### config.mk
export PLATFORM = sky130hd
export DESIGN_NAME = cmt_timer
export DESIGN_NICKNAME = d
export VERILOG_FILES = /design/src/rtl/cmt_pkg.sv /design/src/rtl/cmt_counter.sv /design/src/rtl/cmt_guard.sv /design/src/rtl/cmt_flag.sv /design/src/rtl/cmt_timer.sv
export SDC_FILE = /design/constraint.sdc
export NUM_CORES = 1
export LEC_CHECK = 0
export ABC_AREA = 1
export BUFFER_PORTS_ARGS = -buffer_cell sky130_fd_sc_hd__buf_2
export CELL_PAD_IN_SITES_DETAIL_PLACEMENT = 1
export CELL_PAD_IN_SITES_GLOBAL_PLACEMENT = 2
export CORE_ASPECT_RATIO = 0.5
export CORE_MARGIN = 4
export CORE_UTILIZATION = 26
export CTS_CLUSTER_DIAMETER = 50
export DETAILED_ROUTE_END_ITERATION = 10
export GPL_ROUTABILITY_DRIVEN = 0
export PLACE_DENSITY_LB_ADDON = 0.1
export SYNTH_ARGS = -nofsm -noshare
export SYNTH_HDL_FRONTEND = slang
export SYNTH_SLANG_ARGS = --single-unit
### constraint.sdc
create_clock -name clk -period 4 [get_ports clk]
set_input_delay 0.6 -clock clk [delete_from_list [all_inputs] [get_ports clk]]
set_output_delay 0.6 -clock clk [all_outputs]
set_load 0.02 [all_outputs]
### src/rtl/cmt_pkg.sv
`timescale 1ns/1ps
package cmt_pkg;

    // Interrupt source indices
    localparam int SRC_OVF = 0;
    localparam int SRC_CMP = 1;
    localparam int SRC_N   = 2;

    // Match guard states
    typedef enum logic [0:0] {
        GRD_ARMED   = 1'b0,
        GRD_BLOCKED = 1'b1
    } grd_state_e;

    // Counter action chosen each cycle
    typedef enum logic [1:0] {
        ACT_HOLD = 2'd0,
        ACT_LOAD = 2'd1,
        ACT_INC  = 2'd2,
        ACT_ZERO = 2'd3
    } cnt_act_e;

endpackage

### src/rtl/cmt_counter.sv
`timescale 1ns/1ps
module cmt_counter
    import cmt_pkg::*;
#(
    parameter int W = 16
) (
    input  logic         clk,
    input  logic         rst_n,
    input  logic         tick,
    input  logic         auto_clr,
    input  logic         match,
    input  logic         wr,
    input  logic [W-1:0] wdata,
    output logic [W-1:0] count,
    output logic         wrap
);
    localparam logic [W-1:0] TOP = '1;
    localparam logic [W-1:0] ONE = W'(1);

    cnt_act_e act;

    // Action select: write beats tick, compare clear beats increment
    always_comb begin
        if (wr)                       act = ACT_LOAD;
        else if (!tick)               act = ACT_HOLD;
        else if (auto_clr && match)   act = ACT_ZERO;
        else                          act = ACT_INC;
    end

    always_ff @(posedge clk) begin
        if (!rst_n) begin
            count <= '0;
        end else begin
            unique case (act)
                ACT_LOAD: count <= wdata;
                ACT_HOLD: count <= count;
                ACT_ZERO: count <= '0;
                ACT_INC:  count <= count + ONE;
                default:  count <= count;
            endcase
        end
    end

    // Roll-over only on a true increment past all ones
    assign wrap = (act == ACT_INC) && (count == TOP);

    AST_CNT_HOLD: assert property (@(posedge clk) disable iff (!rst_n)
        (!tick && !wr) |=> $stable(count));
    AST_CNT_STEP: assert property (@(posedge clk) disable iff (!rst_n)
        (tick && !wr && !(auto_clr && match)) |=> (count == $past(count) + ONE));
    AST_CNT_LOAD: assert property (@(posedge clk) disable iff (!rst_n)
        wr |=> (count == $past(wdata)));
    AST_CNT_AUTOCLR: assert property (@(posedge clk) disable iff (!rst_n)
        (tick && !wr && auto_clr && match) |=> (count == '0));

endmodule

### src/rtl/cmt_guard.sv
`timescale 1ns/1ps
module cmt_guard
    import cmt_pkg::*;
(
    input  logic clk,
    input  logic rst_n,
    input  logic tick,
    input  logic wr,
    input  logic match,
    output logic hit
);
    grd_state_e state, nxt;

    always_ff @(posedge clk) begin
        if (!rst_n) state <= GRD_ARMED;
        else        state <= nxt;
    end

    // block: any write; release: tick without write
    always_comb begin
        nxt = state;
        unique case (state)
            GRD_ARMED:   nxt = wr ? GRD_BLOCKED : GRD_ARMED;
            GRD_BLOCKED: begin
                if (wr)        nxt = GRD_BLOCKED;
                else if (tick) nxt = GRD_ARMED;
                else           nxt = GRD_BLOCKED;
            end
            default:     nxt = GRD_ARMED;
        endcase
    end

    // Compare event is qualified by the state
    always_comb begin
        hit = 1'b0;
        unique case (state)
            GRD_ARMED:   hit = tick && match && !wr;
            GRD_BLOCKED: hit = 1'b0;
            default:     hit = 1'b0;
        endcase
    end

    AST_GRD_ENTER: assert property (@(posedge clk) disable iff (!rst_n)
        wr |=> (state == GRD_BLOCKED));
    AST_GRD_RELEASE: assert property (@(posedge clk) disable iff (!rst_n)
        (state == GRD_BLOCKED && tick && !wr) |=> (state == GRD_ARMED));
    AST_GRD_WAIT: assert property (@(posedge clk) disable iff (!rst_n)
        (state == GRD_BLOCKED && !tick) |=> (state == GRD_BLOCKED));

endmodule

### src/rtl/cmt_flag.sv
`timescale 1ns/1ps
module cmt_flag (
    input  logic clk,
    input  logic rst_n,
    input  logic set,
    input  logic clr,
    output logic flag
);
    always_ff @(posedge clk) begin
        if (!rst_n)   flag <= 1'b0;
        else if (set) flag <= 1'b1;
        else if (clr) flag <= 1'b0;
    end

    AST_FLAG_SET_WINS: assert property (@(posedge clk) disable iff (!rst_n)
        set |=> flag);
    AST_FLAG_CLEAR: assert property (@(posedge clk) disable iff (!rst_n)
        (clr && !set) |=> !flag);
    AST_FLAG_KEEP: assert property (@(posedge clk) disable iff (!rst_n)
        (!clr && !set) |=> $stable(flag));

endmodule

### src/rtl/cmt_timer.sv
`timescale 1ns/1ps
module cmt_timer
    import cmt_pkg::*;
#(
    parameter int CNT_W = 16
) (
    input  logic             clk,
    input  logic             rst_n,
    input  logic             tick,
    input  logic             auto_clr,
    input  logic             cnt_wr,
    input  logic [CNT_W-1:0] cnt_wdata,
    input  logic             cmp_wr,
    input  logic [CNT_W-1:0] cmp_wdata,
    input  logic             cmp_ie,
    input  logic             ovf_ie,
    input  logic             cmp_clr,
    input  logic             ovf_clr,
    input  logic             cmp_ack,
    input  logic             ovf_ack,
    output logic [CNT_W-1:0] count,
    output logic [CNT_W-1:0] cmp_val,
    output logic             cmp_flag,
    output logic             ovf_flag,
    output logic             cmp_irq,
    output logic             ovf_irq
);
    localparam logic [CNT_W-1:0] TOP = '1;

    logic             match;
    logic             wrap;
    logic             hit;
    logic [SRC_N-1:0] set_v, clr_v, flag_v, ie_v;

    // Compare register
    always_ff @(posedge clk) begin
        if (!rst_n)      cmp_val <= TOP;
        else if (cmp_wr) cmp_val <= cmp_wdata;
    end

    assign match = (count == cmp_val);

    cmt_counter #(.W(CNT_W)) u_cnt (
        .clk      (clk),
        .rst_n    (rst_n),
        .tick     (tick),
        .auto_clr (auto_clr),
        .match    (match),
        .wr       (cnt_wr),
        .wdata    (cnt_wdata),
        .count    (count),
        .wrap     (wrap)
    );

    cmt_guard u_grd (
        .clk   (clk),
        .rst_n (rst_n),
        .tick  (tick),
        .wr    (cnt_wr),
        .match (match),
        .hit   (hit)
    );

    assign set_v[SRC_OVF] = wrap;
    assign set_v[SRC_CMP] = hit;
    assign clr_v[SRC_OVF] = ovf_clr | ovf_ack;
    assign clr_v[SRC_CMP] = cmp_clr | cmp_ack;
    assign ie_v[SRC_OVF]  = ovf_ie;
    assign ie_v[SRC_CMP]  = cmp_ie;

    for (genvar i = 0; i < SRC_N; i++) begin : g_src
        cmt_flag u_flag (
            .clk   (clk),
            .rst_n (rst_n),
            .set   (set_v[i]),
            .clr   (clr_v[i]),
            .flag  (flag_v[i])
        );
    end

    assign ovf_flag = flag_v[SRC_OVF];
    assign cmp_flag = flag_v[SRC_CMP];
    assign ovf_irq  = flag_v[SRC_OVF] & ie_v[SRC_OVF];
    assign cmp_irq  = flag_v[SRC_CMP] & ie_v[SRC_CMP];

    AST_OVF_WRAP: assert property (@(posedge clk) disable iff (!rst_n)
        (tick && !cnt_wr && count == TOP && !(auto_clr && match)) |=> (ovf_flag && count == '0));
    AST_NO_OVF_ON_CLEAR: assert property (@(posedge clk) disable iff (!rst_n)
        (tick && !cnt_wr && auto_clr && match && !ovf_flag && !wrap) |=> !ovf_flag);
    AST_CMP_EVENT: assert property (@(posedge clk) disable iff (!rst_n)
        (tick && !cnt_wr && match && !$past(cnt_wr) && $past(tick)) |=> cmp_flag);
    AST_NO_HIT_AFTER_WR: assert property (@(posedge clk) disable iff (!rst_n)
        (tick && !cnt_wr && $past(cnt_wr) && !cmp_flag) |=> !cmp_flag);
    AST_CMP_LOAD: assert property (@(posedge clk) disable iff (!rst_n)
        cmp_wr |=> (cmp_val == $past(cmp_wdata)));
    AST_IRQ_MASK: assert property (@(posedge clk) disable iff (!rst_n)
        (!cmp_ie |-> !cmp_irq) and (!ovf_ie |-> !ovf_irq));

endmodule

## After elaboration in Yosys (flattened, before gate mapping)

Cells that the tools add are included.

- Bits in registers: 35
- Input port bits: 44
- Output and inout bits: 36
- Word-level logic and storage cells: 37

- Add/sub/neg operators: 1
- Equal/unequal tests: 5
- Reduce and logical (&&, ||, !) cells: 8
- Bitwise logic cells: 5
- Multiplexer cells: 13

Operators by type and width:

| cell | count |
|---|---|
| $pmux 16 s3 | 1 |
| $add 16x1->16 const B | 1 |
| $eq 16x16->1 | 1 |
| $eq 16x16->1 const B | 1 |
| $mux 1 | 8 |
| $eq 2x2->1 const B | 2 |
| $logic_and 1x1->1 | 4 |
| $mux 2 | 2 |
| $pmux 1 s2 | 2 |
| $reduce_bool 2->1 | 2 |
| $and 1x1->1 | 2 |
| $eq 2x1->1 const B | 1 |
| $logic_not 2->1 | 1 |
| $or 1x1->1 | 2 |
| $logic_not 1->1 | 1 |
| $not 1->1 | 1 |

## Longest topological paths before layout

Gate-level depths: netlist (run 1).

- Word-level depth: 8
- Gate-level depth with buffers: 11
- Depth with buffers taken out: 11

## Cells and area by module

Synthesis (run 1) repeated with hierarchy kept, for this count alone.

- Cell total of the unflattened synthesis: 311
- Area total of the unflattened synthesis: 2,028.2 µm²

By module, submodules not included:

| module | instances | area each (µm²) | cells each |
|---|---|---|---|
| cmt_counter | 1 | 1,073.5 | 169 |
| cmt_timer | 1 | 817.0 | 122 |
| cmt_flag | 2 | 43.8 | 6 |
| cmt_guard | 1 | 50.0 | 8 |

## Worst setup path before layout (run 1)

No wires, ideal clock.

- Path kind: register to register
- From: register u_cnt.count[1]
- To: register g_src[0].u_flag.flag
- Slack: 2.414 ns
- Data arrival time: 1.515 ns
- Path buffers: 0
- Stages on the path, launching flop included: 10
- Cell sequence: dfxtp_1 > ha_1 > nand3_1 > inv_1 > nand2_1 > nor2_4 > nand4_1 > nor2_1 > nand3_1 > a21oi_1

- Longest elaborated chain between the ends: 8
- Elaborated cells on any way between the ends: 10
- Those cells by class: 3 x eq/ne; 4 x mux; 3 x reduce/logical

RTL lines:

| item | line | RTL |
|---|---|---|
| start: declaration | cmt_counter.sv:14 | `output logic [W-1:0] count,` |
| start signal: assignment | cmt_counter.sv:35 | `ACT_LOAD: count <= wdata;` |
| start signal: assignment | cmt_counter.sv:36 | `ACT_HOLD: count <= count;` |
| start signal: assignment | cmt_counter.sv:38 | `ACT_INC: count <= count + ONE;` |
| $eq 16x16->1 | cmt_timer.sv:41 | `assign match = (count == cmp_val);` |
| $logic_and 1x1->1 | cmt_counter.sv:26 | `else if (auto_clr && match) act = ACT_ZERO;` |
| $mux 1 | cmt_counter.sv:26 |  |
| $mux 2 | cmt_counter.sv:25 | `else if (!tick) act = ACT_HOLD;` |
| $mux 2 | cmt_counter.sv:24 | `if (wr) act = ACT_LOAD;` |
| $eq 2x2->1 | cmt_counter.sv:45 | `assign wrap = (act == ACT_INC) && (count == TOP);` |
| $logic_and 1x1->1 * | cmt_counter.sv:45 |  |
| $mux 1 or $reduce_bool 2->1 (tied branches) | - |  |
| end signal: assignment | cmt_flag.sv:10 | `if (!rst_n) flag <= 1'b0;` |
| end signal: assignment | cmt_flag.sv:11 | `else if (set) flag <= 1'b1;` |
| end signal: assignment | cmt_flag.sv:12 | `else if (clr) flag <= 1'b0;` |
| end: declaration | cmt_flag.sv:7 | `output logic flag` |

Every way passes the cells marked *; elsewhere a longest branch is shown, timed or not.
A chain may end at the register's enable or synchronous reset.

## Final worst setup path (run 1)

- From: input cnt_wr
- To: register u_cnt.count[6]

- Longest elaborated chain between the ends: 3
- Elaborated cells on any way between the ends: 6
- Those cells by class: 3 x eq/ne; 2 x mux; 1 x reduce/logical

RTL lines:

| item | line | RTL |
|---|---|---|
| start: declaration | cmt_timer.sv:11 | `input logic cnt_wr,` |
| $mux 2 * | cmt_counter.sv:24 |  |
| $eq 2x2->1 or $eq 2x1->1 (tied branches) | cmt_counter.sv:34 | `unique case (act)` |
| $pmux 16 s3 | cmt_counter.sv:34 |  |

Marked as above.

==> impl_metrics.csv, run 1 <==
group,metric,value,unit
critical_path,startpoint_type,"primary input",
global_routing,gr-total-overflow,0,
place,placed_cell_area,2485,um^2
critical_path,cpPeakStageDelay,640,ps
logic_synthesis,synthMuxAreaShare,0,%
hold_path,hold_class,"reg -> reg",
global_routing,grt_first_pass_wirelength,12.09,mm
clock_tree,tritoncts,"done",
global_routing,antenna_found_initial,0,
critical_path,critPathArrivalTime,2430,ps
logic_synthesis,synth.distinct_cells,25,
floorplanning,die_w,132.6,um
pwr,powerDensity,397.7,nW/um^2
finish,design_area,2659,um^2
clock_tree,insertion_delay,290,ps
clock_tree,htreeDepth,2,
global_routing,grt_pass1_vias,2485,
floorplanning,start_util,27.15,%
logic_synthesis,syn_nets,367,
timing,rsz0062_at_grt,"no",
logic_synthesis,syn-cell-area,2018,um^2
route,drc,0,
critical_path,cp_common_cell,"o21ai_0",
clock_tree,clk_pin_slew,60,ps
logic_synthesis,synth_xor_area_share,1.302,%
critical_path,worst-setup-path-type,"in -> reg",
timing,tightest_slew,809.5,ps
clock_tree,cts_setup_buffers,0,
timing,worst_slack,1750,ps
timing,finalCriticalPeriod,2250,ps
timing,tns,0,ps
logic_synthesis,syn_avg_cell_area,6.268,um^2
timing,fmax,0.4444,GHz
clock_tree,cts_sinks,35,
logic_synthesis,synth-simple-area-share,32.61,%
timing,hold_viol,0,
place,dp_hpwl,5.638,mm
global_routing,grt_max_degree,33,
critical_path,crit_chain,"buf_2 > nor2_2 > inv_1 > o21ai_0 > o21ai_0 > a21oi_1 > nor2_1",
floorplanning,boundaryPins,80,
timing,min_period_over_period,56.25,%
route,viasPerCell,4.828,
logic_synthesis,synth_fa_ha_area_share,0.6200,%
route,ant_nets,0,
route,drtPass1Iterations,4,
critical_path,endpoint_kind,"flip-flop",
route,wire_per_inst,14.61,um
finish,final_common_cell,"nand2_1",
finish,synthToLayoutAreaGrowth,31.74,%
pwr,peakVddDrop,0.0001675,V
logic_synthesis,synthCells,322,
clock_tree,cts_made_buffers,5,
route,drtIter0Drc,34,
floorplanning,die-area,9321,um^2
floorplanning,core_area,7432,um^2
finish,final_cell_mix,"nand2_1 (85), buf_2 (79), o21ai_0 (48)",
timing,whs,493.0,ps
clock_tree,root_buffer,"clkbuf_16",
global_routing,track_usage,15.91,%
critical_path,cp_slowest_cell,"nor2_2",
timing,fin_worst_skew,5.727,ps
timing,setup_violations,0,
place,pre_cts_ws,1441,ps
timing,relSlewSlack,45.98,%
floorplanning,rows,22,
critical_path,reg2reg_depth,11,
finish,drive_gt1_share,25.31,%
route,wl,7.232,mm
logic_synthesis,synth_compound_area_share,20.52,%
logic_synthesis,synth-seq-area-share,34.72,%
clock_tree,clockBufferDepth,2,
hold_path,holdPathStages,2,
pwr,leakagePower,1.341,nW
critical_path,cp.required,4180,ps
finish,nNetsFinal,443,
logic_synthesis,synth_warnings,0,
timing,slew_viol_final,0,
clock_tree,post_cts_resized,0,
floorplanning,dieHeight,70.30,um
critical_path,path_max_fanout,19,
logic_synthesis,synth_top_family_by_area,"simple AND/OR/NAND/NOR gates",
finish,antennaDiodeCount,0,
run,cap_violations,0,
clock_tree,cts_hold_buf,0,
logic_synthesis,ys_seq_elements,35,
run_status,status,"finished clean",
route,num_vias,2390,
place,numPortBuffers,79,
-- power breakdown --
| group | internal, mW | switching (mW) |
|---|---|---|
| clock | 0.310 | 0.159 |
| sequential | 0.374 | 0.0315 |
| combinational | 0.0668 | 0.117 |
-- cell families after synthesis --
| kind of cell | Yosys count |
|---|---|
| xor+xnor | 3 |
| flops | 35 |
| simple gates | 149 |
| buf+inv | 52 |
| fa+ha+maj | 1 |
| compound gates | 82 |
-- worst max-delay path, delay by kind of cell --
family	cells	cell delay, ps
compound gates	3	530
buf+inv	2	600
simple gates	2	710
-- stage by stage --
step | cells | utilization (%) | power (mW)
6_report | 495 | 35.77 | 1.057
5_1_grt | 495 | 35.77 | 1.117
4_1_cts | 495 | 35.77 | 1.076
3_5_place_dp | 487 | 33.43 | 0.6000
3_3_place_gp | 487 | 33.43 | 0.5942
2_1_floorplan | 322 | - | 0.5214
-- final timing paths --
kind	start	endpoint	slack (ps)
worst max-delay path	cnt_wr	u_cnt.count[6]$_SDFFE_PN0P_	1750
worst max register to register	u_cnt.count[13]$_SDFFE_PN0P_	u_cnt.count[10]$_SDFFE_PN0P_	2050
worst min register to register	cmp_val[10]$_SDFFE_PN1P_	cmp_val[10]$_SDFFE_PN1P_	490
worst min-delay path	cmp_val[10]$_SDFFE_PN1P_	cmp_val[10]$_SDFFE_PN1P_	490
-- state kept, by name, summed over array words and instances, names as in the netlist --
name               count
g_src.u_flag.flag      2
u_cnt.count           16
u_grd.state            1
cmp_val               16
-- synth_stat cells --
cell / instances / area share [%]
nand3_2: 1 / 0.50
xor2_1: 3 / 1.3
ha_1: 1 / 0.62
a21oi_1: 33 / 8.2
buf_4: 1 / 0.37
nand3b_1: 1 / 0.37
o21ai_0: 48 / 12
nand2_1: 85 / 16
nor3_2: 1 / 0.50
nand2_2: 1 / 0.31
inv_1: 39 / 7.3
or3b_2: 2 / 0.87
or2_2: 2 / 0.62
nand3_1: 17 / 4.2
buf_6: 1 / 0.56
nor2_2: 3 / 0.93
dfxtp_1: 35 / 35
nor2_4: 1 / 0.56
a21oi_2: 1 / 0.43
clkbuf_1: 8 / 1.5
nor3_1: 3 / 0.74
nor2_1: 22 / 4.1
inv_2: 2 / 0.37
clkinv_1: 1 / 0.19
nand4_1: 10 / 3.1
-- final cells by class --
class / instances / area [um^2]
Clock inverter: 2 / 35.03
Multi-Input combinational cell: 235 / 1111
Sequential cell: 35 / 700.7
Timing Repair Buffer: 79 / 395.4
Tap cell: 96 / 120.1
Fill cell: 1023 / 4773
Clock buffer: 6 / 138.9
Inverter: 42 / 157.7
-- metal layers --
metal	routed length [um]	global-route usage (%)	up-vias	part of all wire [%]
li1	-	-	1204	-
met1	3501	20.36	1132	48
met2	3282	26.54	48	45
met3	392	4.964	6	5.4
met4	55	3.226	0	0.76
met5	0	0	-	0
Note: power is estimated with default switching activity, not from simulation.
==> run 2, diff against run 1 <==
--- a/config.mk
+++ b/config.mk
@@ -11,7 +11,7 @@
 export CELL_PAD_IN_SITES_GLOBAL_PLACEMENT = 2
 export CORE_ASPECT_RATIO = 0.5
 export CORE_MARGIN = 4
-export CORE_UTILIZATION = 26
+export CORE_UTILIZATION = 24
 export CTS_CLUSTER_DIAMETER = 50
 export DETAILED_ROUTE_END_ITERATION = 10
 export GPL_ROUTABILITY_DRIVEN = 0
==> constraint.sdc (replaced) <==
create_clock -name clk -period 2.2 [get_ports clk]
set_input_delay 0.33 -clock clk [delete_from_list [all_inputs] [get_ports clk]]
set_output_delay 0.33 -clock clk [all_outputs]
set_load 0.02 [all_outputs]
==> run 2 against run 1 <==
Compared with the run above:
- die area grew 7.6%
- sequential cell count is the same
- non-clock buffer count grew 3
- utilization shrank 2.8 points
- sequential share of layout area shrank 0.062 points
- cell count grew 3.8%
- critical path depth grew 4
- clock skew shrank 0.58 ps
- via count shrank 0.88%
- power grew 68%
- critical path type is now reg -> reg
==> impl_metrics.csv, run 2 (synthesis gave the netlist of run 1 again) <==
group,metric,value,unit
critical_path,cp_slowest_cell,"dfxtp_1",
global_routing,gr-total-overflow,0,
critical_path,worst-setup-path-type,"reg -> reg",
pwr,sw_frac_of_total,31.26,%
floorplanning,die_w,137.7,um
critical_path,endpoint_kind,"flip-flop",
finish,final_cell_mix,"nand2_1 (85), buf_2 (79), o21ai_0 (48)",
clock_tree,tritoncts,"done",
hold_path,hold_class,"in -> reg",
floorplanning,core_area,8087,um^2
route,num_vias,2369,
global_routing,grt_busiest_layer,"met2",
timing,relSlewSlack,65.84,%
global_routing,use_met2,25.97,%
finish,nNetsFinal,446,
run_status,status,"finished clean",
global_routing,antenna_found_initial,0,
global_routing,grt_use_met3,4.063,%
clock_tree,htreeDepth,2,
place,numPortBuffers,79,
finish,synthToLayoutAreaGrowth,32.05,%
route,drtIter0Drc,70,
finish,antennaDiodeCount,0,
pwr,p_sw,0.5565,mW
timing,min_period_over_period,86.56,%
critical_path,cp_common_cell,"nand2_1",
finish,nFillCells,1087,
critical_path,path_max_fanout,17,
critical_path,cpPeakStageDelay,450,ps
pwr,leakagePower,1.336,nW
pwr,peakVddDrop,0.0002553,V
clock_tree,cts_made_buffers,5,
timing,tightest_slew,511.9,ps
critical_path,crit_chain,"inv_1 > nand2_1 > nand2_1 > nor2_1 > nand2_1 > nor2_1 > nand3_2 > nand3_1 > nand2_1 > nand2_1 > nor2_1",
floorplanning,start_util,24.96,%
route,viasPerCell,4.609,
pwr,p_comb_share,19.0,%
floorplanning,boundaryPins,80,
finish,drive_gt1_share,25.37,%
route,drc,0,
finish,top_regs,"cmp_val (16), u_cnt.count (16), g_src.u_flag.flag (2)",
place,dp_hpwl,5.881,mm
clock_tree,clk_pin_slew,60,ps
pwr,pwr-share-seq,41.4,%
route,ant_nets,0,
critical_path,cp.required,2380,ps
pwr,power_frac_clock,39.5,%
timing,fin_worst_skew,5.144,ps
pwr,powerDensity,668.0,nW/um^2
global_routing,grt_max_degree,33,
run,cap_violations,0,
floorplanning,die-area,10030,um^2
clock_tree,cts_sinks,35,
clock_tree,root_buffer,"clkbuf_16",
clock_tree,post_cts_resized,0,
timing,tns,0,ps
route,wl,7.400,mm
pwr,p_total,1.780,mW
route,drtPass1Iterations,4,
global_routing,grt_first_pass_wirelength,12.25,mm
timing,fmax,0.5251,GHz
clock_tree,clockBufferDepth,2,
global_routing,track_usage,15.48,%
critical_path,startpoint_type,"flip-flop",
critical_path,path_buf_inv,1,
critical_path,critPathArrivalTime,2090,ps
route,wire_per_inst,14.40,um
clock_tree,cts_hold_buf,0,
timing,setup_violations,0,
clock_tree,cts_setup_buffers,0,
timing,rsz0062_at_grt,"no",
global_routing,grt_pass1_vias,2531,
place,dp_cells,506,
pwr,p_int,1.224,mW
clock_tree,insertion_delay,290,ps
timing,slew_viol_final,0,
finish,final_cells,514,
floorplanning,rows,23,
timing,finalCriticalPeriod,1904,ps
timing,hold_viol,0,
global_routing,grt_use_met1,19.80,%
critical_path,crit_family,"simple AND/OR/NAND/NOR gates",
finish,final_common_cell,"nand2_1",
floorplanning,dieHeight,72.85,um
[run 2: cell count changes in the layout (fill, tap and decap cells not counted), sizes merged]
cell,change
clkbuf,+1
buf,+3
bufinv,-1
[run 2: worst min-delay path, delay by kind of cell]
kind / cells / cell delay, ps
AO/OA/AOI/OAI: 2 / 100
buffers and inverters: 1 / 70
[run 2: area by class of cell]
class                   instances  area [um^2]  area share (%)
flip-flops and latches         35        700.7           26.29
repair buffers                 82        417.9           15.68
clock inverters                 1        5.005          0.1878
multi-input cells             235         1111           41.69
well taps                     112        140.1           5.258
clock buffers                   7        132.6           4.977
inverters                      42        157.7           5.915
[run 2: routing by layer]
layer	wire length (um)	up-vias
met1	3601	1110
met5	0	-
met3	369	7
met2	3351	45
met4	78	0
li1	-	1207
[run 2: power groups by stage]
| stage | sequential (mW) | clock (mW) | combinational, mW |
|---|---|---|---|
| 2_1_floorplan | 0.790 | 0 | 0.158 |
| 3_3_place_gp | 0.752 | 0 | 0.336 |
| 3_5_place_dp | 0.753 | 0 | 0.344 |
| 4_1_cts | 0.739 | 0.729 | 0.345 |
| 5_1_grt | 0.747 | 0.754 | 0.387 |
| 6_report | 0.737 | 0.704 | 0.339 |
[run 2: path summary, 6_finish.rpt]
kind	from	endpoint	cells after the start	slack [ps]
worst max-delay path	u_cnt.count[13]$_SDFFE_PN0P_	u_cnt.count[5]$_SDFFE_PN0P_	11	300
worst min-delay path	cmp_wdata[5]	cmp_val[5]$_SDFFE_PN1P_	3	260
worst max register to register	u_cnt.count[13]$_SDFFE_PN0P_	u_cnt.count[5]$_SDFFE_PN0P_	11	300
worst min register to register	cmp_val[10]$_SDFFE_PN1P_	cmp_val[10]$_SDFFE_PN1P_	2	490
[run 2: stage by stage]
stage | hold slack (ps) | worst slack (ps) | cell area, um^2 | utilization, %
after floorplan | 452.3 | 614.4 | 2018 | -
after detailed placement | 485.3 | 273.5 | 2527 | 31.25
after global placement | 476.5 | 290.2 | 2527 | 31.25
final | 256.6 | 295.6 | 2665 | 32.96
after global routing | 257.1 | 32.25 | 2665 | 32.96
after CTS | 252.5 | 268.0 | 2665 | 32.96
==> run 3, diff against run 2 <==
--- a/config.mk
+++ b/config.mk
@@ -18,4 +18,5 @@
 export PLACE_DENSITY_LB_ADDON = 0.1
 export SYNTH_ARGS = -nofsm -noshare
 export SYNTH_HDL_FRONTEND = slang
+export SYNTH_HIERARCHICAL = 1
 export SYNTH_SLANG_ARGS = --single-unit
==> run 3 against run 2 <==
Compared with the run above:
- sequential share of layout area shrank 0.69 points
- die area grew 0.45%
- critical path type unchanged
- via count shrank 3.0%
- worst setup slack gained 55 ps
==> impl_metrics.csv, run 3 <==
group,metric,value,unit
run_status,status,"finished clean",
finish,design_area,2736,um^2
logic_synthesis,syn-cell-area,2028,um^2
finish,synthToLayoutAreaGrowth,34.92,%
critical_path,worstSetupEndpoint,"u_cnt/count[6]$_SDFFE_PN0P_",
timing,tns,0,ps
floorplanning,die_w,138.0,um
logic_synthesis,synthCells,311,
place,placed_cell_area,2564,um^2
timing,slew_viol_final,0,
timing,setup_violations,0,
critical_path,crit_path_start,"u_cnt/count[14]$_SDFFE_PN0P_",
hold_path,hold_class,"in -> reg",
critical_path,path_max_fanout,17,
critical_path,cp_slowest_cell,"dfxtp_1",
clock_tree,cts_hold_buf,0,
place,dp_hpwl,6.143,mm
floorplanning,core_area,8115,um^2
floorplanning,dieHeight,73.01,um
logic_synthesis,synth_ff_type,"dfxtp_1",
critical_path,worst-setup-path-type,"reg -> reg",
timing,relSlewSlack,55.54,%
timing,fmax,0.5408,GHz
timing,hold_viol,0,
place,numPortBuffers,79,
floorplanning,boundaryPins,80,
timing,fin_worst_skew,9.815,ps
clock_tree,cts_made_buffers,5,
floorplanning,rows,23,
clock_tree,htreeDepth,2,
logic_synthesis,synth-seq-area-share,34.55,%
route,drc,0,
run,cap_violations,0,
floorplanning,start_util,24.99,%
route,num_vias,2297,
clock_tree,clockBufferDepth,2,
logic_synthesis,async_flop_share,0,%
critical_path,path_depth,11,
timing,rsz0062_at_grt,"no",
timing,finalCriticalPeriod,1849,ps
clock_tree,post_cts_resized,0,
logic_synthesis,synth_top_area_share,34.55,%
route,wire_per_inst,15.74,um
critical_path,reg2reg_depth,11,
route,viasPerCell,4.531,
pwr,peakVddDrop,0.0003874,V
logic_synthesis,synth.distinct_cells,28,
finish,multi_input_area,1129,um^2
logic_synthesis,synth.top_cells.by_area,"dfxtp_1 (35%), nand2_1 (17%), nand3_1 (7.9%), a21oi_1 (6.7%), inv_1 (6.7%)",
critical_path,crit_family,"compound AO/OA/AOI/OAI gates",
logic_synthesis,syn_nets,356,
logic_synthesis,synth_warnings,6,
finish,nNetsFinal,439,
global_routing,grt_first_pass_wirelength,13.03,mm
critical_path,cp_common_cell,"nand2_1",
finish,top_regs,"cmp_val (16), u_cnt/count (16), g_src.u_flag/flag (2)",
critical_path,critPathArrivalTime,2060,ps
logic_synthesis,synth_edf_count,0,
finish,antennaDiodeCount,0,
clock_tree,root_buffer,"clkbuf_16",
global_routing,grt_pass1_vias,2441,
global_routing,gr-total-overflow,0,
global_routing,track_usage,16.67,%
hold_path,holdCritStartpoint,"cmp_wdata[12]",
pwr,p_total,1.940,mW
critical_path,r2r-end,"u_cnt/count[6]$_SDFFE_PN0P_",
clock_tree,cts_sinks,35,
clock_tree,insertion_delay,290,ps
logic_synthesis,synth_top_cell_by_area,"dfxtp_1",
route,drtPass1Iterations,4,
finish,final_cell_mix,"nand2_1 (92), buf_2 (79), inv_1 (36)",
clock_tree,cts_setup_buffers,0,
critical_path,endpoint_kind,"flip-flop",
clock_tree,clk_pin_slew,70,ps
pwr,leakagePower,1.309,nW
global_routing,grt_max_degree,35,
route,drtIter0Drc,108,
clock_tree,tritoncts,"done",
critical_path,cpPeakStageDelay,510,ps
critical_path,timing.rr.start,"u_cnt/count[14]$_SDFFE_PN0P_",
critical_path,path_buf_inv,1,
finish,final_common_cell,"nand2_1",
finish,drive_gt1_share,27.59,%
place,dp_cells,499,
critical_path,reg2reg_slack,350,ps
finish,seq_area,700.7,um^2
finish,final_cells,507,
critical_path,crit_chain,"inv_1 > nand2_1 > nand2_1 > nand2_1 > nor2_1 > nand2_1 > nor2_1 > a21oi_4 > o21a_1 > o21ai_0 > a21oi_1",
logic_synthesis,synth.most_common_cell,"nand2_1",
timing,min_period_over_period,84.06,%
logic_synthesis,synth_common_cells,"nand2_1 (92), inv_1 (36), dfxtp_1 (35)",
pwr,powerDensity,709.0,nW/um^2
logic_synthesis,ys_seq_elements,35,
timing,tightest_slew,667.0,ps
global_routing,antenna_found_initial,0,
finish,nFillCells,1096,
critical_path,startpoint_type,"flip-flop",
floorplanning,die-area,10080,um^2
route,wl,7.982,mm
route,ant_nets,0,
logic_synthesis,syn_avg_cell_area,6.522,um^2
critical_path,cp.required,2410,ps
-- run 3: layer usage --
metal  GRT usage (%)  vias up  part of all wire, %
li1                -     1165                    -
met1           23.69     1075                   52
met2           24.35       53                   41
met3           5.694        4                  6.1
met4           3.724        0                 0.68
met5               0        -                    0
-- run 3: layout make-up --
type,count,share of cell area (%)
Multi-Input combinational cell,228,41.24
Sequential cell,35,25.61
Timing Repair Buffer,87,16.64
Tap cell,112,5.121
Inverter,37,5.075
Clock buffer,5,4.572
Clock inverter,3,1.738
-- run 3: per-stage QoR --
stage / setup WS, ps / utilization, % / hold WS (ps)
2_1_floorplan: 576.6 / - / 451.5
3_3_place_gp: 378.7 / 31.59 / 471.6
3_5_place_dp: 361.3 / 31.59 / 484.9
4_1_cts: 331.9 / 33.72 / 234.2
5_1_grt: 36.50 / 33.72 / 250.4
6_report: 350.7 / 33.72 / 244.6
-- run 3: worst min-delay path, stage by stage --
cell,delay [ps]
buf_2,70
nand2_1,40
nand3_1,60
-- run 3: how the worst min path moves through the flow --
stage | depth (start not counted) | endpoint | slack [ps]
floorplan | 2 | g_src[0].u_flag/flag$_SDFFE_PN0P_ | 450
global placement | 2 | g_src[1].u_flag/flag$_SDFFE_PN0P_ | 470
detailed placement | 2 | g_src[0].u_flag/flag$_SDFFE_PN0P_ | 480
CTS | 3 | cmp_val[12]$_SDFFE_PN1P_ | 230
global route | 3 | cmp_val[11]$_SDFFE_PN1P_ | 250
finish | 3 | cmp_val[12]$_SDFFE_PN1P_ | 240
-- run 3: power by group --
group | internal [mW] | switching [mW] | leakage [nW]
clock network | 0.541 | 0.318 | 0.0844
registers | 0.677 | 0.0574 | 0.290
logic | 0.138 | 0.208 | 0.934
total | 1.36 | 0.584 | 1.31
-- run 3: logic make-up after synthesis --
kind of cell             count (synthesis)  synth area share (%)
buffers and inverters                   48                 9.808
flip-flops                              35                 34.55
AND/OR/NAND/NOR                        155                 32.82
XOR/XNOR                                11                 4.750
adder cells (fa/ha/maj)                  1                0.6168
AO/OA/AOI/OAI                           61                 17.46
